File: src/rtl/bgc_pkg.sv
package bgc_pkg;
  typedef struct packed {
    logic hi;
    logic lo;
  } leg_cmd_t;

  localparam int unsigned NUM_LEGS = 2;
  localparam int unsigned LEG_A    = 0;
  localparam int unsigned LEG_B    = 1;

  localparam leg_cmd_t LEG_OFF = '{hi: 1'b0, lo: 1'b0};
endpackage

File: src/rtl/bgc_full_decode.sv
module bgc_full_decode
  import bgc_pkg::*;
(
  input  logic                      dir,
  input  logic                      en,
  input  logic                      pwm,
  input  logic                      qs,
  input  logic                      brake,
  input  logic [NUM_LEGS-1:0]       oc,
  input  logic                      uv,
  output leg_cmd_t [NUM_LEGS-1:0]   cmd
);
  logic top_on;

  // Quick-stop high keeps the active top device on; low makes it follow PWM.
  assign top_on = qs | pwm;

  always_comb begin
    cmd = '0;
    if (uv || !en || (|oc)) begin
      cmd = '0;
    end else if (brake) begin
      cmd[LEG_A].lo = 1'b1;
      cmd[LEG_B].lo = 1'b1;
    end else if (dir) begin
      cmd[LEG_A].hi = top_on;
      cmd[LEG_B].lo = pwm;
    end else begin
      cmd[LEG_B].hi = top_on;
      cmd[LEG_A].lo = pwm;
    end
  end
endmodule

File: src/rtl/bgc_half_decode.sv
module bgc_half_decode
  import bgc_pkg::*;
(
  input  logic [NUM_LEGS-1:0]       leg_in,
  input  logic [NUM_LEGS-1:0]       leg_en,
  input  logic [NUM_LEGS-1:0]       oc,
  input  logic                      uv,
  output leg_cmd_t [NUM_LEGS-1:0]   cmd
);
  for (genvar g = 0; g < NUM_LEGS; g++) begin : g_leg
    logic allowed;
    assign allowed = !uv && leg_en[g] && !oc[g];

    always_comb begin
      cmd[g] = LEG_OFF;
      if (allowed) begin
        cmd[g].hi = leg_in[g];
        cmd[g].lo = !leg_in[g];
      end
    end
  end
endmodule

File: src/rtl/bgc_leg_bbm.sv
module bgc_leg_bbm
  import bgc_pkg::*;
#(
  parameter int unsigned DEAD_CYC = 25
) (
  input  logic     clk,
  input  logic     rst_n,
  input  leg_cmd_t req,
  output leg_cmd_t gate
);
  localparam int unsigned CW = (DEAD_CYC > 1) ? $clog2(DEAD_CYC) : 1;
  localparam logic [CW-1:0] LOAD = CW'(DEAD_CYC - 1);

  leg_cmd_t        held_q, held_d;
  leg_cmd_t        gate_q, gate_d;
  logic [CW-1:0]   cnt_q, cnt_d;
  logic            changed;
  logic            busy;
  logic            held_en;
  logic            cnt_en;

  assign changed = (req != held_q);
  assign busy    = (cnt_q != '0);
  assign held_en = changed;
  assign cnt_en  = changed || busy;

  always_comb begin
    held_d = held_q;
    cnt_d  = cnt_q;
    gate_d = held_q;
    if (changed) begin
      held_d = req;
      cnt_d  = LOAD;
      gate_d = LEG_OFF;
    end else if (busy) begin
      cnt_d  = cnt_q - 1'b1;
      gate_d = LEG_OFF;
    end
  end

  always_ff @(posedge clk or negedge rst_n) begin
    if (!rst_n) begin
      held_q <= LEG_OFF;
      cnt_q  <= '0;
      gate_q <= LEG_OFF;
    end else begin
      if (held_en) held_q <= held_d;
      if (cnt_en)  cnt_q  <= cnt_d;
      gate_q <= gate_d;
    end
  end

  assign gate = gate_q;

  assert_no_shoot_R12: assert property (@(posedge clk) disable iff (!rst_n)
    !(gate_q.hi && gate_q.lo));

  assert_change_blanks_R8: assert property (@(posedge clk) disable iff (!rst_n)
    (req != held_q) |=> (gate_q == LEG_OFF));

  assert_on_from_off_R8: assert property (@(posedge clk) disable iff (!rst_n)
    (gate_q != LEG_OFF) |=> (gate_q == LEG_OFF || gate_q == $past(gate_q)));
endmodule

File: src/rtl/bridge_gate_ctrl.sv
module bridge_gate_ctrl
  import bgc_pkg::*;
#(
  parameter int unsigned DEAD_CYC = 25
) (
  input  logic       clk,
  input  logic       rst_n,
  input  logic       mode_full,
  input  logic       dir_ina,
  input  logic       en_ena,
  input  logic       pwm_enb,
  input  logic       qs_inb,
  input  logic       brake,
  input  logic [1:0] oc_inhibit,
  input  logic       uv_fault,
  output logic [1:0] gate_hi,
  output logic [1:0] gate_lo
);
  leg_cmd_t [NUM_LEGS-1:0] full_cmd;
  leg_cmd_t [NUM_LEGS-1:0] half_cmd;
  leg_cmd_t [NUM_LEGS-1:0] sel_cmd;
  leg_cmd_t [NUM_LEGS-1:0] leg_gate;

  bgc_full_decode u_full (
    .dir   (dir_ina),
    .en    (en_ena),
    .pwm   (pwm_enb),
    .qs    (qs_inb),
    .brake (brake),
    .oc    (oc_inhibit),
    .uv    (uv_fault),
    .cmd   (full_cmd)
  );

  bgc_half_decode u_half (
    .leg_in ({qs_inb, dir_ina}),
    .leg_en ({pwm_enb, en_ena}),
    .oc     (oc_inhibit),
    .uv     (uv_fault),
    .cmd    (half_cmd)
  );

  assign sel_cmd = mode_full ? full_cmd : half_cmd;

  for (genvar g = 0; g < NUM_LEGS; g++) begin : g_leg
    bgc_leg_bbm #(.DEAD_CYC(DEAD_CYC)) u_bbm (
      .clk   (clk),
      .rst_n (rst_n),
      .req   (sel_cmd[g]),
      .gate  (leg_gate[g])
    );
    assign gate_hi[g] = leg_gate[g].hi;
    assign gate_lo[g] = leg_gate[g].lo;
  end

  assert_uv_off_R7: assert property (@(posedge clk) disable iff (!rst_n)
    uv_fault |=> (gate_hi == 2'b00 && gate_lo == 2'b00));

  assert_disable_off_R5: assert property (@(posedge clk) disable iff (!rst_n)
    (mode_full && !en_ena) |=> (gate_hi == 2'b00 && gate_lo == 2'b00));

  assert_full_oc_off_R6: assert property (@(posedge clk) disable iff (!rst_n)
    (mode_full && (|oc_inhibit)) |=> (gate_hi == 2'b00 && gate_lo == 2'b00));

  assert_half_en_a_R4: assert property (@(posedge clk) disable iff (!rst_n)
    (!mode_full && !en_ena) |=> (gate_hi[0] == 1'b0 && gate_lo[0] == 1'b0));
endmodule

File: config.mk
export PLATFORM = sky130hd
export DESIGN_NAME = bridge_gate_ctrl
export DESIGN_NICKNAME = d
export VERILOG_FILES = /design/src/rtl/bgc_pkg.sv /design/src/rtl/bgc_full_decode.sv /design/src/rtl/bgc_half_decode.sv /design/src/rtl/bgc_leg_bbm.sv /design/src/rtl/bridge_gate_ctrl.sv
export SDC_FILE = /design/constraint.sdc
export NUM_CORES = 1
export LEC_CHECK = 0
export ABC_AREA = 0
export BUFFER_PORTS_ARGS = -buffer_cell sky130_fd_sc_hd__buf_2
export CAP_MARGIN = 10
export CORE_ASPECT_RATIO = 0.5
export CORE_MARGIN = 4
export CORE_UTILIZATION = 35
export CTS_CLUSTER_SIZE = 25
export DETAILED_ROUTE_END_ITERATION = 8
export PLACE_DENSITY = 0.62
export SETUP_SLACK_MARGIN = 0.1
export SLEW_MARGIN = 30
export SYNTH_ARGS = -nofsm -noshare
export SYNTH_HDL_FRONTEND = slang
export SYNTH_HIERARCHICAL = 1
export SYNTH_SLANG_ARGS = --single-unit
File: constraint.sdc
create_clock -name clk -period 1.35 [get_ports clk]
set_input_delay 0.0675 -clock clk [delete_from_list [all_inputs] [get_ports clk]]
set_output_delay 0.0675 -clock clk [all_outputs]
set_load 0.01 [all_outputs]
* Word level (Yosys, flattened, before mapping) *
Index checks and enable logic that the tools add are counted.

word-level totals
  bits in registers = 18
  input port bits = 11
  output and inout bits = 4
  word-level logic and storage cells = 55

operators by class
  add/subtract/negate cells = 2
  eq/ne operators = 2
  multiplexer cells = 19
  bitwise gates (word level) = 1
  reductions and logical operators = 21

operator list
  cell                                                                 number
  5-bit two-way mux                                                    4
  2-bit two-way mux                                                    7
  5-bit nonzero test                                                   2
  5-bit by 1-bit subtractor with 5-bit output (second input constant)  2
  4-bit two-way mux                                                    2
  1-bit logical NOT                                                    6
  1-bit two-way mux                                                    6
  1-bit logical AND                                                    4
  1-bit logical OR                                                     4
  2-bit != test                                                        2
  2-bit AND reduction                                                  2
  2-bit nonzero test                                                   2
  2-bit OR reduction                                                   1
  1-bit OR                                                             1

* Logic depth before layout (Yosys ltp) *
  word-level depth = 8
  mapped depth = 6
  depth with buffers taken out = 6

* By module *
The synthesis kept the hierarchy.

modules (own cells, without submodules)
  module            instances  cells an instance  area each (sq um)  seq. area each (sq um)
  bgc_leg_bbm       2          34                 404.1              225.2
  bgc_full_decode   1          9                  68.8               0.0
  bgc_half_decode   1          4                  55.1               0.0
  bridge_gate_ctrl  1          4                  45.0               0.0

* Least setup slack after synthesis *
Ideal clock, no wire load.

  kind = in2reg
  start point = input port uv_fault
  end point = register g_leg[0].u_bbm.gate_q, in the netlist g_leg[0].u_bbm/gate[0]
  library setup time = 0.120 ns
  data arrival time = 1.588 ns
  required time = 1.230 ns
  slack = -0.358 ns
  stages = 6
  buffers on the path = 0
  cells stage by stage = or4b_4 -> nor4b_2 -> mux2_2 -> xor2_1 -> nor2_1 -> and3_2

RTL lines
  item                  RTL line                source
  from (decl)           bridge_gate_ctrl.sv:15  input logic uv_fault,
  to (signal assigned)  bgc_leg_bbm.sv:49       gate_q <= gate_d;
  to (decl)             bgc_leg_bbm.sv:15       leg_cmd_t gate_q, gate_d;

==> run_results.csv <==
group,metric,value,unit
run,cap_violations,0,
layout,finalNonFillerCells,155,
critical_path,path_max_fanout,5,
synthesis,muxShareOfSynthArea,0.0461,
critical_path,reg2regPathDepth,5,
power,swShare,0.346,
critical_path,critical-path-max-stage-delay,0.57,ns
sta,worst-slew-pin-transition,0.410,ns
grt,grt_max_degree,19,
synthesis,ys.flop_type,"dfrtp_1",
synthesis,synth-adder-area-share,0.0256,
power,clockPowerShare,0.164,
sta,fin_skew,0.00386,ns
power,switchingPower,777,uW
critical_path,crit_path_end_kind,"flip-flop",
sta,hold_violations,0,
critical_path,reg2reg_from,"g_leg[0].u_bbm/cnt_q[1]$_DFFE_PN0P_",
route,first_pass_iters,4,
floorplan,initial_core_util,0.371,
power,power_frac_comb,0.455,
route,drt_iter0_drc,25,
clock_tree,htreeDepth,1,
route,drtAntennaViolNets,0,
critical_path,critical_path_class,"primary input to flip-flop",
critical_path,crit_end,"g_leg[0].u_bbm/gate[1]$_DFF_PN0_",
sta,fin_crit,1.52,ns
grt,grt-ovfl-total,0,
sta,worst_slack,-0.169,ns
clock_tree,cts_num_sinks,18,
route,drc_errors,0,
sta,finalCritPeriodShare,1.12,
run_status,violations,"setup timing",
synthesis,ys_seq_area_frac,0.461,
synthesis,synth-seq-cells,18,
clock_tree,cts_tree,"yes",
synthesis,synth_compound_area_frac,0.102,
synthesis,netlist_instances,85,
hold_path,hold_class,"primary input to flip-flop",
critical_path,cpMaxStageDelayCell,"or4b_4",
run_status,status,"finished with violations",
critical_path,cp.arrival,1.66,ns
clock_tree,clk_latency,0.25,ns
synthesis,synth_xor_xnor_area_share,0.0538,
grt,grt_pass1_vias,773,
layout,layout-drive-gt1-share,0.576,
place,dp_cells,146,
power,leakage,0.655,nW
critical_path,worstPathRequired,1.49,ns
layout,finalCoreUtilization,0.547,
layout,diodes,0,
sta,relSlewSlack,0.727,
layout,areaGrowthSynthToFinish,47.5,%
route,wl_per_cell,13.4,um
place,portBuffers,14,
power,p_int,1.47,mW
floorplan,core_area,2640,sq um
synthesis,async_flop_share,1.00,
floorplan,dieWidth,82.7,um
power,ir_drop,0.589,mV
synthesis,synth_nets,98,
power,p_total,2.25,mW
sta,slew_viol_final,0,
route,viasPerCell,4.83,
sta,setup_viol,13,
floorplan,die-area,3750,sq um
synthesis,ys_types,24,
route,vias,748,
place,place.gp.congestion,0.794,
synthesis,synth_warnings,6,
power,power_density,1560,nW/um^2
critical_path,critPathLaunch,"oc_inhibit[0]",
layout,nets,133,
sta,whs,0.221,ns
grt,antenna_found_initial,0,
critical_path,path_cells,"buf_6 > or4b_4 > nor4b_4 > mux2_4 > xor2_4 > nor2_4 > and3_4",
sta,rsz0062_at_grt,"yes",
synthesis,synth_edf_count,0,
place,dpl.hpwl,1450,um
critical_path,r2r_slack,-0.04,ns
critical_path,start_kind,"primary input",
power,seq_power_share,0.381,
clock_tree,clk_path_buf_depth,2,
clock_tree,clk_pin_slew_worst_paths,0.06,ns
floorplan,num_io_pins,15,
clock_tree,cts_root_buffer,"clkbuf_8",
synthesis,synth_simple_gate_area_share,0.261,
floorplan,die-height,45.4,um
sta,max_freq,659,MHz
grt,grt_pass1_wl,3620,um
critical_path,r2r_end,"g_leg[0].u_bbm/gate[1]$_DFF_PN0_",
synthesis,synth_top_family_by_area,"simple AND/OR/NAND/NOR gates",
synthesis,syn_area,977,sq um
synthesis,avgSynthCellArea,11.5,sq um
route,wl,2070,um
grt,grt_util_all_layers,0.133,
clock_tree,cts_buffers,3,
floorplan,num_rows,13,
through the flow:
step	TNS [ns]	cell area, sq um	worst slack (ns)
5_1_grt	-2.46	1440	-0.228
6_report	-1.45	1440	-0.169
3_3_place_gp	-4.98	1250	-0.426
2_1_floorplan	-2.17	1040	-0.278
3_5_place_dp	-5.32	1250	-0.490
4_1_cts	-1.21	1390	-0.169
layer usage:
layer / global-route usage / up-vias / wire length (um) / share of wire
met5: 0 / - / 0 / 0
met4: 0.0293 / 0 / 19 / 0.0092
met3: 0.0418 / 2 / 38 / 0.018
met2: 0.269 / 5 / 1180 / 0.57
met1: 0.136 / 372 / 834 / 0.40
li1: - / 369 / - / -
repair_timing:
item,in CTS,in global routing
setup endpoints to repair,14,14
buffers inserted,1,4
endpoints found under the hold margin,18,0
resized for setup,14,6
pin swaps,3,5
gates cloned,0,0
hold buffers,1,0
logic make-up (layout without fill, tap and decap cells):
group                      Yosys count  in the layout
xor gates and xnor gates             6              6
muxes                                4              4
AOI/OAI and AO/OA                   12             12
buffers and inverters               13             46
adders and majority gates            2              2
and+or+nand+nor                     30             30
DFF                                 18             18
power groups by stage:
stage,Clock [mW],Sequential [mW],Combinational (mW)
4_1_cts,0.380,0.844,0.964
2_1_floorplan,0,0.836,0.578
3_3_place_gp,0,0.849,0.866
5_1_grt,0.396,0.874,1.17
6_report,0.368,0.857,1.02
3_5_place_dp,0,0.849,0.886
critical path, delay by kind of cell:
kind / cells / cell delay (ns)
XOR/XNOR: 1 / 0.20
buffers and inverters: 1 / 0.09
multiplexers: 1 / 0.22
AND/OR/NAND/NOR: 4 / 1.07
cell type report:
cell class,instances,area [sq um]
Multi-Input combinational cell,54,631
Inverter,9,33.8
Clock buffer,3,41.3
Fill cell,230,1190
Sequential cell,18,450
Timing Repair Buffer,34,239
Tap cell,37,46.3
flip-flops by register name, indices dropped and copies added (netlist names):
register,flops
g_leg.u_bbm/gate,4
g_leg.u_bbm/held_q,4
g_leg.u_bbm/cnt_q,10
cell usage after synthesis, types with 3 or more instances:
cell type / count / area (sq um)
xor2_1: 4 / 35.0
inv_1: 9 / 33.8
dfrtp_1: 18 / 450
nor3_1: 6 / 30.0
clkbuf_1: 4 / 15.0
o211ai_1: 4 / 30.0
nor2_1: 4 / 15.0
mux2_2: 4 / 45.0
nor2b_1: 4 / 25.0
nor4b_2: 3 / 45.0
worst min-delay path by stage:
stage               from  cells past startpoint                                   end
6_report       mode_full                      2  g_leg[1].u_bbm/held_q[0]$_DFFE_PN0N_
5_1_grt        mode_full                      2  g_leg[1].u_bbm/held_q[0]$_DFFE_PN0N_
4_1_cts        mode_full                      2  g_leg[1].u_bbm/held_q[0]$_DFFE_PN0N_
3_5_place_dp       rst_n                      1   g_leg[1].u_bbm/cnt_q[3]$_DFFE_PN0P_
3_3_place_gp       rst_n                      1   g_leg[1].u_bbm/cnt_q[4]$_DFFE_PN0P_
2_1_floorplan      rst_n                      0   g_leg[0].u_bbm/cnt_q[0]$_DFFE_PN0P_
cell usage in the layout (no fill, tap or decap), types with 2 or more instances in the layout:
master,instances
inv_2,4
nor2_1,2
nor4b_2,2
nor3_1,5
buf_4,18
buf_6,3
buf_2,12
o31ai_1,2
o21a_1,2
mux2_4,4
and4bb_2,2
xor2_4,3
and3_4,4
inv_1,5
xnor2_1,2
a21oi_1,2
o211ai_1,4
clkbuf_8,3
dfrtp_1,18
nor2_4,2
nor2b_1,4
nor4b_4,3
nand2_1,2
Power figures use the tool's default switching activity.
